===== src/rtl/ivc_pkg.sv =====
package ivc_pkg;

    // Register offsets (byte addresses on the local bus)
    localparam int unsigned OFF_VECTOR    = 'h00;
    localparam int unsigned OFF_STAT_BASE = 'h0A;
    localparam int unsigned OFF_EN_BASE   = 'h0E;
    localparam int unsigned OFF_STRIDE    = 2;

    // Vector code of line 0, also the spurious code
    localparam int unsigned VEC_BASE      = 'h10;
    localparam int unsigned VEC_W         = 8;

    typedef enum logic [1:0] {
        SEL_NONE = 2'd0,
        SEL_VEC  = 2'd1,
        SEL_STAT = 2'd2,
        SEL_EN   = 2'd3
    } rd_sel_e;

endpackage


===== src/rtl/ivc_pend_sample.sv =====
module ivc_pend_sample #(
    parameter int unsigned NUM_IRQ = 32
) (
    input  logic               clk_i,
    input  logic               rst_ni,
    input  logic [NUM_IRQ-1:0] irq_i,
    output logic [NUM_IRQ-1:0] pend_o
);

    typedef struct packed {
        logic [NUM_IRQ-1:0] pend;
    } state_t;

    state_t st_d, st_q;

    always_comb begin
        st_d      = st_q;
        st_d.pend = irq_i;
    end

    always_ff @(posedge clk_i) begin
        if (!rst_ni) begin
            st_q <= '0;
        end else begin
            st_q <= st_d;
        end
    end

    assign pend_o = st_q.pend;

`ifndef SYNTHESIS
    // a level is followed edge by edge, so a released line leaves one edge later
    a_r7_level_follow: assert property (@(posedge clk_i) disable iff (!rst_ni)
        1'b1 |=> (pend_o == $past(irq_i)));
`endif

endmodule


===== src/rtl/ivc_prio_enc.sv =====
module ivc_prio_enc #(
    parameter int unsigned NUM_IRQ = 32,
    localparam int unsigned IDX_W  = $clog2(NUM_IRQ)
) (
    input  logic [NUM_IRQ-1:0] req_i,
    output logic               found_o,
    output logic [IDX_W-1:0]   idx_o
);

    // Scan from low to high so the last hit (highest index) wins.
    always_comb begin
        found_o = 1'b0;
        idx_o   = '0;
        for (int i = 0; i < int'(NUM_IRQ); i++) begin
            if (req_i[i]) begin
                found_o = 1'b1;
                idx_o   = IDX_W'(i);
            end
        end
    end

endmodule


===== src/rtl/ivc_regfile.sv =====
module ivc_regfile
    import ivc_pkg::*;
#(
    parameter int unsigned NUM_IRQ = 32,
    parameter int unsigned DATA_W  = 16,
    parameter int unsigned ADDR_W  = 5,
    localparam int unsigned NBANK  = NUM_IRQ / DATA_W
) (
    input  logic               clk_i,
    input  logic               rst_ni,
    input  logic               req_i,
    input  logic               we_i,
    input  logic [ADDR_W-1:0]  addr_i,
    input  logic [DATA_W-1:0]  wdata_i,
    input  logic [NUM_IRQ-1:0] pend_i,
    input  logic [VEC_W-1:0]   vec_i,
    output logic [NUM_IRQ-1:0] en_o,
    output logic [DATA_W-1:0]  rdata_o
);

    typedef struct packed {
        logic [NBANK-1:0][DATA_W-1:0] en;
        logic [DATA_W-1:0]            rdata;
    } state_t;

    state_t              st_d, st_q;
    rd_sel_e             sel;
    logic [$clog2(NBANK+1)-1:0] bank;
    logic                wr_en_hit;

    // Address decode
    always_comb begin
        sel       = SEL_NONE;
        bank      = '0;
        wr_en_hit = 1'b0;
        if (addr_i == ADDR_W'(OFF_VECTOR)) begin
            sel = SEL_VEC;
        end
        for (int k = 0; k < int'(NBANK); k++) begin
            if (addr_i == ADDR_W'(OFF_STAT_BASE + OFF_STRIDE * k)) begin
                sel  = SEL_STAT;
                bank = $bits(bank)'(k);
            end
            if (addr_i == ADDR_W'(OFF_EN_BASE + OFF_STRIDE * k)) begin
                sel       = SEL_EN;
                bank      = $bits(bank)'(k);
                wr_en_hit = 1'b1;
            end
        end
    end

    // Next state
    always_comb begin
        st_d = st_q;
        if (req_i && we_i && wr_en_hit) begin
            st_d.en[bank] = wdata_i;
        end
        if (req_i && !we_i) begin
            unique case (sel)
                SEL_VEC:  st_d.rdata = DATA_W'(vec_i);
                SEL_STAT: st_d.rdata = pend_i[bank*DATA_W +: DATA_W];
                SEL_EN:   st_d.rdata = st_q.en[bank];
                default:  st_d.rdata = '0;
            endcase
        end
    end

    always_ff @(posedge clk_i) begin
        if (!rst_ni) begin
            st_q <= '0;
        end else begin
            st_q <= st_d;
        end
    end

    assign en_o    = st_q.en;
    assign rdata_o = st_q.rdata;

`ifndef SYNTHESIS
    // enables move only on a write that decodes to an enable word
    a_r8_enable_guard: assert property (@(posedge clk_i) disable iff (!rst_ni)
        !(req_i && we_i && wr_en_hit) |=> $stable(en_o));
    // read data holds between reads
    a_r9_rdata_hold: assert property (@(posedge clk_i) disable iff (!rst_ni)
        !(req_i && !we_i) |=> $stable(rdata_o));
    // a vector read always returns a code in 10h..2Fh
    a_r4_vec_range: assert property (@(posedge clk_i) disable iff (!rst_ni)
        (req_i && !we_i && sel == SEL_VEC) |=>
            (rdata_o >= DATA_W'(VEC_BASE) && rdata_o < DATA_W'(VEC_BASE + NUM_IRQ)));
`endif

endmodule


===== src/rtl/irq_vector_ctrl.sv =====
module irq_vector_ctrl
    import ivc_pkg::*;
#(
    parameter int unsigned NUM_IRQ = 32,
    parameter int unsigned DATA_W  = 16,
    parameter int unsigned ADDR_W  = 5,
    localparam int unsigned IDX_W  = $clog2(NUM_IRQ)
) (
    input  logic               clk_i,
    input  logic               rst_ni,
    input  logic [NUM_IRQ-1:0] irq_i,
    input  logic               gie_i,
    input  logic               req_i,
    input  logic               we_i,
    input  logic [ADDR_W-1:0]  addr_i,
    input  logic [DATA_W-1:0]  wdata_i,
    output logic [DATA_W-1:0]  rdata_o,
    output logic               int_o
);

    logic [NUM_IRQ-1:0] pend;
    logic [NUM_IRQ-1:0] en;
    logic [NUM_IRQ-1:0] live;
    logic               found;
    logic [IDX_W-1:0]   idx;
    logic [VEC_W-1:0]   vec;

    ivc_pend_sample #(.NUM_IRQ(NUM_IRQ)) u_pend (
        .clk_i  (clk_i),
        .rst_ni (rst_ni),
        .irq_i  (irq_i),
        .pend_o (pend)
    );

    assign live = pend & en;

    ivc_prio_enc #(.NUM_IRQ(NUM_IRQ)) u_prio (
        .req_i   (live),
        .found_o (found),
        .idx_o   (idx)
    );

    // Line 0 and "nothing pending" share the base code
    assign vec = found ? VEC_W'(VEC_BASE + int'(idx)) : VEC_W'(VEC_BASE);

    ivc_regfile #(
        .NUM_IRQ (NUM_IRQ),
        .DATA_W  (DATA_W),
        .ADDR_W  (ADDR_W)
    ) u_regs (
        .clk_i   (clk_i),
        .rst_ni  (rst_ni),
        .req_i   (req_i),
        .we_i    (we_i),
        .addr_i  (addr_i),
        .wdata_i (wdata_i),
        .pend_i  (pend),
        .vec_i   (vec),
        .en_o    (en),
        .rdata_o (rdata_o)
    );

    assign int_o = gie_i & found;

`ifndef SYNTHESIS
    // no request to the processor while globally disabled
    a_r6_needs_gie: assert property (@(posedge clk_i) disable iff (!rst_ni)
        int_o |-> gie_i);
    // the winner is a line that is both pending and enabled
    a_r5_winner_enabled: assert property (@(posedge clk_i) disable iff (!rst_ni)
        found |-> (pend[idx] && en[idx]));
    // no enabled pending line sits above the winner
    a_r4_no_higher: assert property (@(posedge clk_i) disable iff (!rst_ni)
        found |-> ((live >> idx) == NUM_IRQ'(1)));
    // with nothing live, the encoder reports no winner
    a_r7_idle_no_int: assert property (@(posedge clk_i) disable iff (!rst_ni)
        (live == '0) |-> !int_o);
`endif

endmodule


===== config.mk =====
export PLATFORM = sky130hd
export DESIGN_NAME = irq_vector_ctrl
export DESIGN_NICKNAME = d
export VERILOG_FILES = /design/src/rtl/ivc_pkg.sv /design/src/rtl/ivc_pend_sample.sv /design/src/rtl/ivc_prio_enc.sv /design/src/rtl/ivc_regfile.sv /design/src/rtl/irq_vector_ctrl.sv
export SDC_FILE = /design/constraint.sdc
export NUM_CORES = 1
export LEC_CHECK = 0
export ABC_AREA = 1
export CAP_MARGIN = 15
export CORE_MARGIN = 10
export CORE_UTILIZATION = 40
export CTS_CLUSTER_DIAMETER = 30
export DETAILED_ROUTE_END_ITERATION = 6
export GPL_TIMING_DRIVEN = 0
export PLACE_DENSITY = 0.66
export SYNTH_ARGS = -nofsm -noshare
export SYNTH_HDL_FRONTEND = slang
export SYNTH_HIERARCHICAL = 1
export SYNTH_SLANG_ARGS = --single-unit
export TNS_END_PERCENT = 1

===== constraint.sdc =====
create_clock -name clk_i -period 2.03 [get_ports clk_i]
set_input_delay 0.203 -clock clk_i [delete_from_list [all_inputs] [get_ports clk_i]]
set_output_delay 0.203 -clock clk_i [all_outputs]
set_load 0.02 [all_outputs]

==> metrics.md, run 1 <==
| Metric | Value |
|---|---|
| Max stage delay on crit path | roughly 420 ps |
| Initial antenna violation count | 0 |
| CORE AREA | ~9900 um2 |
| Cell taking the most area after synthesis | dfxtp_1 |
| Synthesized flop and latch total | 80 |
| Diode count | 0 |
| Finish-stage setup viols | 2 |
| Number of global-route vias before repair | 3942 |
| First-pass GRT wire length | roughly 19000 um |
| Outcome | finished with violations |
| Rel. slew slack | 0.568 |
| Pins Over Slew Limit | 0 |
| Internal | 2.48 mW |
| Final worst slack | -593 ps |
| CP endpoint kind | register |
| All-Layer GR Usage | 0.163 |
| Hpwl dp | 9510 um |
| H-tree levels | 3 |
| Critical path class | reg2reg |
| WL/cell | 13.2 um |
| Critical path launch point type | register |
| Netlist cell types | 32 |
| CP dominant cell by count | nand2_1 |
| CTS root buffer | clkbuf_8 |
| Ys async rst share | 0 |
| Crit path from | u_regs/en_o[5] |
| Global routing usage on met2 | 0.250 |
| Post-synthesis adder-cell area fraction | 0 |
| Via-to-Cell Ratio | 4.57 |
| Post-synth top area share | 0.389 |
| Final period utilization | 1.29 |
| Seq pwr share | 0.496 |
| Drt pass-1 iters | 7 |
| Min Tclk post-route | about 2600 ps |
| Largest family of logic cells by synthesized area | simple AND/OR/NAND/NOR gates |
| Critical path's slowest cell | dfxtp_1 |
| Clock sink total | 80 |
| Synth Area in XOR/XNOR | 0 |
| Cts bufs inserted | 9 |
| Required @ worst endpoint | around 2300 ps |
| Chip Width | 121 um |
| Cts hold-fix bufs | 0 |
| Synth Warn # | 6 |
| # DRC | 5 |
| Max IR drop VDD | 0.340 mV |
| Number of synthesized flops with an enable pin | 0 |
| Largest net degree at the start of global routing | 16 |
| Comb power frac | 0.101 |
| Mapped Area | 4120 um2 |
| Post-Place Setup Slack | -613 ps |
| Worst-Skew Late Latency | 360 ps |
| Post-Layout Cell Count | 899 |
| Clk slew on worst S/H paths | 90 ps |
| Arr. time, crit path | 2920 ps |
| Leak pwr | 2.77 nW |
| Post-synthesis simple-gate area fraction | 0.359 |
| Worst Path Max Fanout | 3 |
| Total Wirelength | roughly 12000 um |
| Total grt overflow | 0 |
| Final nets | 819 |
| Clk buf depth | 2 |
| Mapped Avg Cell Area | 6.12 um2 |
| Mux contribution to synthesized area | 0 |
| Clock share of power | 0.403 |
| Initial Util | 0.416 |
| Max-cap violations | 0 |
| Vias | 4111 |
| GRT Max-Usage Layer | met2 |
| Sequential area share after synthesis | 0.389 |
| Most common flop cell mapped by yosys | dfxtp_1 |
| Psw | 823 uW |
| Synth-to-Final Area Change | 28.9% |
| Clock skew | about 9.5 ps |
| Detailed Route Iter0 Violations | roughly 300 |
| DRT antenna net count | 0 |
| Row Count | 36 |
| I/O Pins | 75 |
| Largest cells by area after synthesis | dfxtp_1 39%, nand2_1 25%, inv_1 11% |
| Buffers added on ports | 74 |
| Power Density | 622 nW/um2 |
| Dpl cells | slightly below 900 |
| Unrepaired setup endpoints after global routing | true |
| RR Startpoint | u_regs/en_o[5] |
| Final Util | 0.536 |
| Slew at the pin closest to its max-slew limit | about 650 ps |
| Worst Hold Class | in2reg |
| DIE HEIGHT | 121 um |
| Share of cells above drive strength 1 | 0.0901 |
| Hold path start | irq_i[1] |
| CTS tree | done |
| Switching share of power | 0.249 |
| Met3 usage | 0.0358 |
| Fin. Hold Viols | 0 |
| Failing checks | DRC, setup timing |
| Achievable frequency | 0.381 GHz |
| Die footprint | between 10000 and 15000 um2 |
| Cell count after synthesis | 673 |
| Synth Area in Compound Gates | 0.0948 |
| GP Congestion | around 0.9 |
| Global routing usage on met1 | 0.218 |
cell type report:
cell class                      count  area (um2)
Clock buffer                        9         124
Multi-Input combinational cell    443        1910
Inverter                          129         500
Sequential cell                    80        1610
Timing Repair Buffer               76         756
Fill cell                        1036        4600
Tap cell                          133         166
Buffer                             22         144
Clock inverter                      7         103
state kept, by name, summed over array words and instances, names as in the netlist:
name / cells
u_pend/pend_o: 32
u_regs/en_o: 32
u_regs/rdata_o: 16
kinds of logic after synthesis:
group | Yosys count
DFF | 80
other | 1
and+or+nand+nor | 367
buffers and inverters | 151
AOI/OAI and AO/OA | 74
per-layer routing:
layer	share of wire	vias up
li1	-	2169
met1	0.48	1805
met2	0.43	125
met3	0.075	12
met4	0.018	0
met5	0	-
worst max-delay path: cells and delay by family, from the launching register on:
kind / cells / cell delay (ps)
AND/OR/NAND/NOR: 32 / 1830
AO/OA/AOI/OAI: 1 / 120
buffers and inverters: 3 / 180
flip-flops: 1 / 420
power groups by stage:
stage               sequential [mW]  clock, mW  combinational, mW
floorplan                      1.67          0              0.156
global placement               1.68          0              0.324
detailed placement             1.67          0              0.330
CTS                            1.64       1.36              0.333
global route                   1.65       1.44              0.373
finish                         1.64       1.33              0.334
synth_stat cells, types with 2 or more instances:
| cell | number |
|---|---|
| nand3_2 | 2 |
| nand2_2 | 2 |
| nand3_1 | 26 |
| o21ai_0 | 31 |
| buf_2 | 4 |
| nand3_4 | 2 |
| buf_4 | 3 |
| inv_2 | 9 |
| clkbuf_1 | 8 |
| inv_1 | 117 |
| buf_6 | 6 |
| nor2_1 | 50 |
| dfxtp_1 | 80 |
| a21oi_1 | 34 |
| nand2_1 | 279 |
| o21ai_1 | 4 |
per-stage QoR:
stage                     total power [mW]  hold slack, ps  instance area, um2  TNS, ps
after floorplan                       1.82             296                4130    -84.8
after global placement                2.00             455                5030    -1020
after detailed placement              2.00             457                5030    -1570
after CTS                             3.33             339                5280    -1180
after global routing                  3.46             335                5310    -1700
final                                 3.31             347                5310    -1060
placed cells by master, fill, tap and decap left out, types with 2 or more instances in the layout:
cell	count
nand2_1	276
inv_1	114
dfxtp_1	76
clkdlybuf4s50_1	74
nor2_1	47
a21oi_1	33
o21ai_0	31
nand3_1	24
inv_2	12
clkbuf_8	9
clkbuf_1	8
buf_6	6
nand2_2	5
buf_4	5
dfxtp_2	4
nor2_2	4
o21ai_1	4
nand3_2	4
buf_2	4
clkinvlp_4	3
bufinv_16	2
nand3_4	2
conb_1	2
what timing repair did:
item,CTS,global route
gates cloned,0,0
setup endpoints to repair,2,7
buffers inserted,2,0
resized for setup,1,13
pin swaps,1,0
endpoints found under the hold margin,0,0
path summary, 6_finish.rpt:
path	cells past startpoint	slack, ps	endpoint
worst min-delay path	3	350	u_pend/pend_o[1]
worst max register to register	36	-590	u_regs/rdata_o[0]
worst min register to register	2	470	u_regs/rdata_o[1]
worst max-delay path	36	-590	u_regs/rdata_o[0]
Power figures use the tool's default switching activity.
==> run 2, diff against run 1 <==
Settings changed: CAP_MARGIN 15 to 20, CTS_CLUSTER_SIZE set to 20, SLEW_MARGIN set to 20.
==> results of run 2 <==
Final layout, timing and power as in run 1 (identical DEF).
